$ cat config.mk
export PLATFORM = sky130hd
export DESIGN_NAME = osw_seq
export DESIGN_NICKNAME = d
export VERILOG_FILES = /design/src/rtl/osw_pkg.sv /design/src/rtl/osw_tick_sel.sv /design/src/rtl/osw_down_timer.sv /design/src/rtl/osw_seq.sv
export SDC_FILE = /design/constraint.sdc
export NUM_CORES = 1
export LEC_CHECK = 0
export BUFFER_PORTS_ARGS = -buffer_cell sky130_fd_sc_hd__buf_2
export CAP_MARGIN = 20
export CORE_UTILIZATION = 50
export CTS_CLUSTER_SIZE = 28
export DETAILED_ROUTE_END_ITERATION = 16
export PLACE_DENSITY = 0.71
export SETUP_SLACK_MARGIN = 0.05
export SLEW_MARGIN = 5
export SYNTH_ARGS = -nofsm -noshare
export SYNTH_HDL_FRONTEND = slang
export SYNTH_SLANG_ARGS = --single-unit
export TNS_END_PERCENT = 20
$ cat constraint.sdc
create_clock -name clk -period 2 [get_ports clk]
set_input_delay 0.2 -clock clk [delete_from_list [all_inputs] [get_ports clk]]
set_output_delay 0.2 -clock clk [all_outputs]
set_load 0.1 [all_outputs]
$ cat src/rtl/osw_pkg.sv
// Package: shared state encoding and tick source codes for the
// oscillator stabilisation wait sequencer.
package osw_pkg;
    typedef enum logic [1:0] {
        ST_RST_WAIT  = 2'd0,
        ST_RUN       = 2'd1,
        ST_STOP_IDLE = 2'd2,
        ST_STOP_WAIT = 2'd3
    } osw_state_e;

    localparam logic [1:0] SRC_MAIN16 = 2'b00;
    localparam logic [1:0] SRC_SUB    = 2'b01;
endpackage

$ cat src/rtl/osw_tick_sel.sv
// Module: picks the tick stream that feeds the low countdown stage.
// Assumes every tick input is a one-cycle pulse in the clk domain.
// When force_main is set, the main/16 tick is used whatever sel holds.
module osw_tick_sel
    import osw_pkg::*;
(
    input  logic       force_main,
    input  logic [1:0] sel,
    input  logic       tick_main16,
    input  logic       tick_sub,
    input  logic       tick_pin,
    output logic       tick
);
    // Source multiplexer, with the forced path taking priority.
    always_comb begin
        if (force_main || sel == SRC_MAIN16) begin
            tick = tick_main16;
        end else if (sel == SRC_SUB) begin
            tick = tick_sub;
        end else begin
            tick = tick_pin;
        end
    end
endmodule

$ cat src/rtl/osw_down_timer.sv
// Module: one down-counting stage with a fixed preload value.
// It reloads on reset or on load. When enabled it decrements, and when
// enabled at zero it raises ovf for that cycle and wraps to the preload.
// Assumes load and cnt_en never need to act in the same cycle
// (load wins if they do).
module osw_down_timer #(
    parameter int          W       = 8,
    parameter logic [W-1:0] PRELOAD = '1
) (
    input  logic clk,
    input  logic rst_n,
    input  logic load,
    input  logic cnt_en,
    output logic ovf
);
    logic [W-1:0] cnt_q;

    // Overflow fires on the counted step taken from zero.
    assign ovf = cnt_en && (cnt_q == '0);

    // Counter register: preload on reset or load, otherwise count down.
    always_ff @(posedge clk) begin
        if (!rst_n || load) begin
            cnt_q <= PRELOAD;
        end else if (cnt_en) begin
            cnt_q <= (cnt_q == '0) ? PRELOAD : cnt_q - 1'b1;
        end
    end
endmodule

$ cat src/rtl/osw_seq.sv
// Module: top of the oscillator stabilisation wait sequencer.
// It chains NSTAGE down-counters and holds the core in reset or stop
// until the last stage overflows. The reset wait forces the main/16
// source. The stop wait uses src_sel and begins only after a wake pulse.
// Assumes synchronous active-low reset and pulse-shaped tick inputs.
module osw_seq
    import osw_pkg::*;
#(
    parameter int             CNT_W  = 8,
    parameter logic [CNT_W-1:0] PRE_LO = 8'hFF,
    parameter logic [CNT_W-1:0] PRE_HI = 8'h07
) (
    input  logic       clk,
    input  logic       rst_n,
    input  logic       stop_req,
    input  logic       wake,
    input  logic [1:0] src_sel,
    input  logic       tick_main16,
    input  logic       tick_sub,
    input  logic       tick_pin,
    output logic       int_rst,
    output logic       stop_hold,
    output logic       core_clk_en
);
    localparam int NSTAGE = 2;
    localparam logic [CNT_W-1:0] PRE_TAB [NSTAGE] = '{PRE_LO, PRE_HI};

    osw_state_e         state_q, state_d;
    logic               sel_tick;
    logic               counting;
    logic               reload;
    logic [NSTAGE:0]    stage_en;
    logic [NSTAGE-1:0]  stage_ovf;
    logic               chain_ovf;

    // Source mux: forced to main/16 only while in the reset wait.
    osw_tick_sel u_sel (
        .force_main  (state_q == ST_RST_WAIT),
        .sel         (src_sel),
        .tick_main16 (tick_main16),
        .tick_sub    (tick_sub),
        .tick_pin    (tick_pin),
        .tick        (sel_tick)
    );

    assign counting    = (state_q == ST_RST_WAIT) || (state_q == ST_STOP_WAIT);
    assign reload      = (state_q == ST_RUN) && stop_req;
    assign stage_en[0] = counting && sel_tick;

    // Countdown chain: each stage is stepped by the overflow of the one below.
    for (genvar i = 0; i < NSTAGE; i++) begin : g_stage
        osw_down_timer #(
            .W       (CNT_W),
            .PRELOAD (PRE_TAB[i])
        ) u_tmr (
            .clk    (clk),
            .rst_n  (rst_n),
            .load   (reload),
            .cnt_en (stage_en[i]),
            .ovf    (stage_ovf[i])
        );
        assign stage_en[i+1] = stage_ovf[i];
    end

    assign chain_ovf = stage_en[NSTAGE];

    // Next-state logic for the wait sequence.
    always_comb begin
        state_d = state_q;
        unique case (state_q)
            ST_RST_WAIT:  if (chain_ovf) state_d = ST_RUN;
            ST_RUN:       if (stop_req)  state_d = ST_STOP_IDLE;
            ST_STOP_IDLE: if (wake)      state_d = ST_STOP_WAIT;
            ST_STOP_WAIT: if (chain_ovf) state_d = ST_RUN;
            default:                     state_d = ST_RST_WAIT;
        endcase
    end

    // State register, with reset restarting the reset wait.
    always_ff @(posedge clk) begin
        if (!rst_n) state_q <= ST_RST_WAIT;
        else        state_q <= state_d;
    end

    // Output decode from the state register.
    always_comb begin
        int_rst     = (state_q == ST_RST_WAIT);
        stop_hold   = (state_q == ST_STOP_IDLE) || (state_q == ST_STOP_WAIT);
        core_clk_en = (state_q == ST_RUN);
    end
endmodule

; ---- After elaboration in Yosys (flattened, before gate mapping)
; Cells that the tools add are included.
[totals]
word_cells = 35
input_bits = 9
regBits = 18
output_inout_bits = 3
[classes]
eq_ne = 7
n_mux = 8
n_addsub = 2
n_reduce_logical = 15
[op_table]
columns = cell, count
row1 = $logic_not A8 Y1, 2
row2 = $mux W8, 2
row3 = $sub A8 B1 Y8 const B, 2
row4 = $mux W2, 3
row5 = $pmux W2 S3, 1
row6 = $eq A2 B1 Y1 const B, 2
row7 = $eq A2 B2 Y1 const B, 2
row8 = $logic_and A1 B1 Y1, 4
row9 = $logic_not A2 Y1, 2
row10 = $logic_or A1 B1 Y1, 4
row11 = $ne A2 B2 Y1 const B, 2
row12 = $reduce_and A3 Y1, 1
row13 = $mux W1, 2
row14 = $ne A2 B1 Y1 const B, 1
row15 = $reduce_or A2 Y1, 1
row16 = $logic_not A1 Y1, 1

; ---- Depth between registers and ports, before layout
; Gate-level depths: netlist of the first run.
[logic_depth]
depth_word = 8
mapped_depth = 8

; ---- Modules after synthesis
; Synthesis of the first run repeated with hierarchy kept, for this count alone.
[hier_totals]
hier_cells = 120
hier_area_um2 = 1043.5
[modules_own_cells]
columns = module, area_each_um2, cells_each, n_inst
row1 = osw_down_timer at g_stage[0].u_tmr, 427.9, 50, 1
row2 = osw_down_timer at g_stage[1].u_tmr, 385.4, 43, 1
row3 = osw_seq, 192.7, 22, 1
row4 = osw_tick_sel, 37.5, 5, 1

; ---- Worst setup path before layout of the first run
; Ideal clock, no wire load.
[synth_path]
path_type = register -> register
start = reg state_q[0]
end = reg g_stage[1].u_tmr.cnt_q[2]
required_ps = 1859
stages_incl_launch_ff = 9
path_slack_ps = -412
t_arrival_ps = 2271
n_path_buf = 1
synth_period_minus_slack_ps = 2412
cell_sequence = dfxtp_1 inv_1 ha_1 nor3b_1 nor3_4 clkbuf_1 nand4_1 xor2_1 nand3_1
[synth_via]
elab_chain_cells = 5
[synth_lines]
columns = element, line
row1 = "start, declared", osw_seq.sv:28  ; osw_state_e state_q, state_d;
row2 = "start signal, assigned", osw_seq.sv:82  ; else state_q <= state_d;
row3 = $logic_not A2 Y1 *, --
row4 = via int_rst, osw_seq.sv:21  ; output logic int_rst,
row5 = $logic_or A1 B1 Y1, osw_tick_sel.sv:16  ; if (force_main || sel == SRC_MAIN16) begin
row6 = $mux W1, osw_tick_sel.sv:16
row7 = $logic_and A1 B1 Y1 *, osw_seq.sv:48  ; assign stage_en[0] = counting && sel_tick;
row8 = $logic_and A1 B1 Y1 *, osw_down_timer.sv:19  ; assign ovf = cnt_en && (cnt_q == '0);
row9 = "end signal, assigned", osw_down_timer.sv:26  ; cnt_q <= (cnt_q == '0) ? PRELOAD : cnt_q - 1'b1;
row10 = "end, declared", osw_down_timer.sv:16  ; logic [W-1:0] cnt_q;
; The timed path passes the listed nets; every way through them passes the cells marked *.
; A chain may end at the register's enable or synchronous reset.

; ---- Worst setup path after layout of the first run
[layout_path]
start = reg state_q[1]
end = reg g_stage[0].u_tmr.cnt_q[5]
[layout_via]
elab_chain_cells = 4
[layout_lines]
columns = element, line
row1 = $logic_not A2 Y1, "osw_seq.sv:38, osw_seq.sv:46"
row2 = $logic_or A1 B1 Y1, osw_tick_sel.sv:16
row3 = $mux W1, osw_tick_sel.sv:16
row4 = $logic_and A1 B1 Y1, osw_seq.sv:48
row5 = "end signal, assigned", osw_down_timer.sv:26
row6 = "end, declared", osw_down_timer.sv:16
; Several ways; a longest one is shown, not always the timed one.

==> results.cfg, run 1 <==
[synth]
synth_top_area_frac = 0.344
syn_area_mm2 = 0.00105
syn_inst = 121
netlist_top_cells_count = dfxtp_1 (18), nand2_1 (12), nand4_1 (10)
ys.flop_type = dfxtp_1
yosysWarnings = 0
synth_top_area_cell = dfxtp_1
syn_nets = 138
async_flop_share = 0
synth_most_common_cell = dfxtp_1
synth_edf_count = 0
syn_area_per_cell_um2 = 8.67
yosys-top-cells-area = dfxtp_1 (34%), ha_1 (9.5%), xor2_1 (7.5%), nand4_1 (6.0%), nand2_1 (4.3%)
synth_cell_types = 36
seq_area_frac_synth = 0.344
ys_ff_latch = 18

[pwr]
p_per_area_mw_per_mm2 = 1250
leakage_nw = 0.515
power_frac_seq = 0.290
pwr-share-clk = 0.148
p_switching_w = 0.000723
switching_share = 0.484
internal_power_w = 0.000770
irDropWorstVdd_v = 0.00136
comb_power_share = 0.562

[hold_path]
holdPathStages = 3
hold_class = in2reg
min_from = rst_n
holdPathEnd = state_q[0]

[clock_tree]
clkLatencyLatePin_ns = 0.29
cts-resized-gates = 0
cts_hold_buf = 0
cts_tree = yes
clockBufferDepth = 2
clkSinkCount = 18
ctsRootBufferMaster = clkbuf_4
cts_setup_buffers = 0
htree_levels = 1
numCtsBuffers = 3
path_clk_slew_ns = 0.10

[detailed_routing]
dr.pass1.iters = 4
drt_drc_violations_left = 0
routed_via_density = 5.32
vias = 862
final_antenna_net_count = 0
drtIter0Drc = 19
wl_um = 1980
wire_per_inst_um = 12.2

[place]
dp_slack_ns = 0.182
routabilityCongestion = 0.721
portBuffers = 11
placed_cell_area_mm2 = 0.00116
dpl.hpwl_um = 1500
place_inst = 158

[critical_path]
arrival_ns = 2.00
worstSetupPathType = reg2reg
r2r_slack_ns = 0.17
startpoint_type = flop
r2r_end = g_stage[0].u_tmr.cnt_q[5]
crit_required_ns = 2.17
r2r-start = state_q[1]
cp-end-kind = flop
crit_fanout = 7
r2r_cells = 7

[final_layout]
final_area_mm2 = 0.00119
area_delta_synth_final_pct = 14.0
drive_above_1_share = 0.193
n_antenna_cell = 0
fin_util = 0.609
instances_no_fill = 162
fillers = 185
nets = 153

[status]
outcome = finished clean

[die]
die_width_um = 47.8
die_y_um = 47.8
core_area_mm2 = 0.00196
num_rows = 16
io_pins = 12
start_util = 0.534
dieArea_mm2 = 0.00228

[sta]
slew_violations = 0
finalHoldViolCount = 0
fin_ws_ns = 0.167
tns_ns = 0
skew_ns = 0.00247
period_share = 0.917
finalSetupViolCount = 0
fmax_mhz = 545
rsz0062_at_grt = no
slew_headroom = 0.680
min_period_ns = 1.83
worst_slew_pin_slew_ns = 0.483

[global_route]
grt_pass1_wl_um = 3310
antenna_found_initial = 0
gr-total-overflow = 0
grt_max_degree = 12
grt_usage = 0.213
grt_pass1_vias = 763

[run]
max_cap_violations = 0
-- worst max-delay path, cell delays in order, from the launching register on --
cell,delay (ns)
dfxtp_1,0.42
inv_1,0.12
ha_4,0.18
nor3b_1,0.30
nor3_4,0.08
nand3_1,0.18
and2_1,0.33
nand3_1,0.11
-- layout by cell type (no fill, tap or decap), drive strengths merged --
cell type,count
nor2,9
xnor2,3
and2,1
mux2i,2
nand4,10
nor4,3
a21oi,2
nand2,12
a21boi,2
inv,9
nor4b,1
o21ai,1
nand2b,1
nor3,3
o31ai,1
o21bai,1
or2,1
o211ai,2
nor3b,3
ha,8
and4b,1
and2b,1
or4,2
a41oi,1
nand3,6
xor2,9
a22oi,1
nor2b,2
buf,14
dfxtp,18
and3,1
clkbuf,4
-- through the flow --
stage	total power (W)	hold WS (ns)
after detailed placement	0.00128	0.475
after global placement	0.00127	0.472
after floorplan	0.00116	0.342
after global routing	0.00159	0.163
after CTS	0.00150	0.148
final	0.00149	0.155
-- routing by layer --
metal / track usage / wire (um) / vias to the layer above
met5: 0 / 0 / -
met4: 0.100 / 19 / 0
met3: 0.0453 / 43 / 2
met2: 0.338 / 934 / 10
met1: 0.274 / 980 / 398
li1: - / - / 452
-- worst max path at each step --
stage          slack, ns       start                        end  cells after the start
4_1_cts             0.16  state_q[1]  g_stage[0].u_tmr.cnt_q[5]                      7
3_5_place_dp        0.18  state_q[1]  g_stage[0].u_tmr.cnt_q[5]                      7
2_1_floorplan       0.07  state_q[1]  g_stage[1].u_tmr.cnt_q[2]                      8
5_1_grt             0.05  state_q[1]  g_stage[0].u_tmr.cnt_q[5]                      7
6_report            0.17  state_q[1]  g_stage[0].u_tmr.cnt_q[5]                      7
3_3_place_gp        0.19  state_q[1]  g_stage[0].u_tmr.cnt_q[5]                      7
-- power by group through the flow --
stage / Clock [W] / Sequential [W] / Combinational (W)
finish: 0.000221 / 0.000433 / 0.000838
global route: 0.000242 / 0.000438 / 0.000909
CTS: 0.000230 / 0.000434 / 0.000838
detailed placement: 0 / 0.000442 / 0.000835
global placement: 0 / 0.000441 / 0.000833
floorplan: 0 / 0.000435 / 0.000722
-- cells by family (layout without fill, tap and decap cells) --
logic type | count (synthesis) | after routing | synth area share
multiplexers | 2 | 2 | 0.0191
AO/OA/AOI/OAI | 11 | 11 | 0.0764
buffers and inverters | 13 | 27 | 0.0477
AND/OR/NAND/NOR | 57 | 57 | 0.317
XOR/XNOR | 12 | 12 | 0.100
flip-flops | 18 | 18 | 0.344
adder cells (fa/ha/maj) | 8 | 8 | 0.0955
-- layout make-up --
| cell class | instances | area (um2) | area share |
|---|---|---|---|
| multi-input cells | 90 | 653 | 0.547 |
| flip-flops and latches | 18 | 360 | 0.302 |
| inverters | 9 | 33.8 | 0.0283 |
| clock buffers | 4 | 36.3 | 0.0304 |
| repair buffers | 14 | 77.6 | 0.0649 |
| well taps | 27 | 33.8 | 0.0283 |
-- registers in the layout, indices dropped and copies added (netlist names) --
signal	count
g_stage.u_tmr.cnt_q	16
state_q	2
Note: power is estimated with default switching activity, not from simulation.
==> run 2, diff against run 1 <==
--- a/config.mk
+++ b/config.mk
@@ -6,11 +6,12 @@
 export NUM_CORES = 1
 export LEC_CHECK = 0
 export BUFFER_PORTS_ARGS = -buffer_cell sky130_fd_sc_hd__buf_2
-export CAP_MARGIN = 20
+export CAP_MARGIN = 25
 export CORE_UTILIZATION = 50
 export CTS_CLUSTER_SIZE = 28
 export DETAILED_ROUTE_END_ITERATION = 16
-export PLACE_DENSITY = 0.71
+export HOLD_SLACK_MARGIN = 0.12
+export PLACE_DENSITY = 0.7
 export SETUP_SLACK_MARGIN = 0.05
 export SLEW_MARGIN = 5
 export SYNTH_ARGS = -nofsm -noshare
==> results.cfg, run 2 (synthesized netlist as in run 1, its figures left out) <==
[critical_path]
crit_fanout = 10
arrival_ns = 2.05
r2r_slack_ns = 0.20
startpoint_type = flop
cp-end-kind = flop
worstSetupPathType = reg2reg
crit_required_ns = 2.25

[hold_path]
hold_class = in2reg

[detailed_routing]
drt_drc_violations_left = 0
vias = 880
wire_per_inst_um = 12.3
routed_via_density = 5.40
final_antenna_net_count = 0
wl_um = 2010
route.met2.wl_um = 919
drt-met1-wl_um = 943
route.top_layer_used = met4
drtIter0Drc = 14
dr.pass1.iters = 4
wl_met3_um = 87

[sta]
worst_slew_pin_slew_ns = 0.484
tns_ns = 0
period_share = 0.901
rsz0062_at_grt = yes
slew_violations = 0
skew_ns = 0.000637
fin_ws_ns = 0.198
slew_headroom = 0.680
min_period_ns = 1.80
finalHoldViolCount = 0
fmax_mhz = 555
finalSetupViolCount = 0

[pwr]
p_per_area_mw_per_mm2 = 1260
irDropWorstVdd_v = 0.000855
leakage_nw = 0.521

[final_layout]
largest_registers = g_stage.u_tmr.cnt_q (16), state_q (2)
fillers = 202
nets = 154
n_antenna_cell = 0
area_delta_synth_final_pct = 14.8
mostFrequentLayoutCell = dfxtp_1
final_cell_mix = dfxtp_1 (18), nand2_1 (12), buf_2 (11)
instances_no_fill = 163
largest_reg_flops = 16
largest_register = g_stage.u_tmr.cnt_q
drive_above_1_share = 0.206

[clock_tree]
cts_tree = yes
htree_levels = 1
cts-resized-gates = 0
cts_hold_buf = 0
clkSinkCount = 18
clockBufferDepth = 2
path_clk_slew_ns = 0.10
cts_setup_buffers = 0
numCtsBuffers = 3
clkLatencyLatePin_ns = 0.30
ctsRootBufferMaster = clkbuf_4

[global_route]
grt_usage = 0.202
grt_pass1_wl_um = 3130
grt_max_degree = 11
antenna_found_initial = 0
grt_pass1_vias = 779
gr-total-overflow = 0

[place]
dp_slack_ns = 0.189
portBuffers = 11
dpl.hpwl_um = 1520
place_inst = 159
routabilityCongestion = 0.855

[die]
die_y_um = 47.8
dieArea_mm2 = 0.00228
core_area_mm2 = 0.00196
io_pins = 12
start_util = 0.534
num_rows = 16
die_width_um = 47.8

[status]
outcome = finished clean

[run]
max_cap_violations = 0
==> run 2: final timing paths <==
path                                 start                        end  depth (start not counted)
worst max-delay path            state_q[0]  g_stage[0].u_tmr.cnt_q[5]                          7
worst min-delay path                 rst_n                 state_q[0]                          3
worst max register to register  state_q[0]  g_stage[0].u_tmr.cnt_q[5]                          7
worst min register to register  state_q[1]                 state_q[1]                          2
==> run 2: through the flow <==
| step | utilization | total power (W) | cell area [um2] | hold WS [ns] |
|---|---|---|---|---|
| detailed placement | 0.594 | 0.00130 | 1170 | 0.480 |
| global route | 0.614 | 0.00162 | 1200 | 0.155 |
| floorplan | - | 0.00116 | 1060 | 0.342 |
| finish | 0.614 | 0.00152 | 1200 | 0.157 |
| CTS | 0.613 | 0.00153 | 1200 | 0.152 |
| global placement | 0.594 | 0.00128 | 1170 | 0.482 |
==> run 2: where the power goes <==
| group | internal (W) | leakage, nW | switching [W] |
|---|---|---|---|
| Sequential | 0.000400 | 0.146 | 0.0000335 |
| Clock | 0.000111 | 0.0210 | 0.000119 |
| Combinational | 0.000281 | 0.354 | 0.000574 |
| Total | 0.000792 | 0.521 | 0.000726 |
==> run 2: critical path, stage by stage, from the launching register on <==
cell and delay [ns]:
dfxtp_1 0.35, inv_1 0.14, ha_4 0.16, nor3b_1 0.05, o21bai_2 0.32, nand3_1 0.21
or4_1 0.43, nand3_1 0.08
==> run 2: layout make-up <==
type / instances / area (um2) / area share
well taps: 27 / 33.8 / 0.0281
repair buffers: 15 / 85.1 / 0.0707
clock buffers: 4 / 36.3 / 0.0301
inverters: 9 / 33.8 / 0.0281
multi-input cells: 90 / 654 / 0.544
flip-flops and latches: 18 / 360 / 0.299
==> run 2: layer usage <==
| metal | GRT usage | up-vias |
|---|---|---|
| li1 | - | 452 |
| met1 | 0.230 | 404 |
| met2 | 0.332 | 17 |
| met3 | 0.0717 | 7 |
| met4 | 0.106 | 0 |
| met5 | 0 | - |
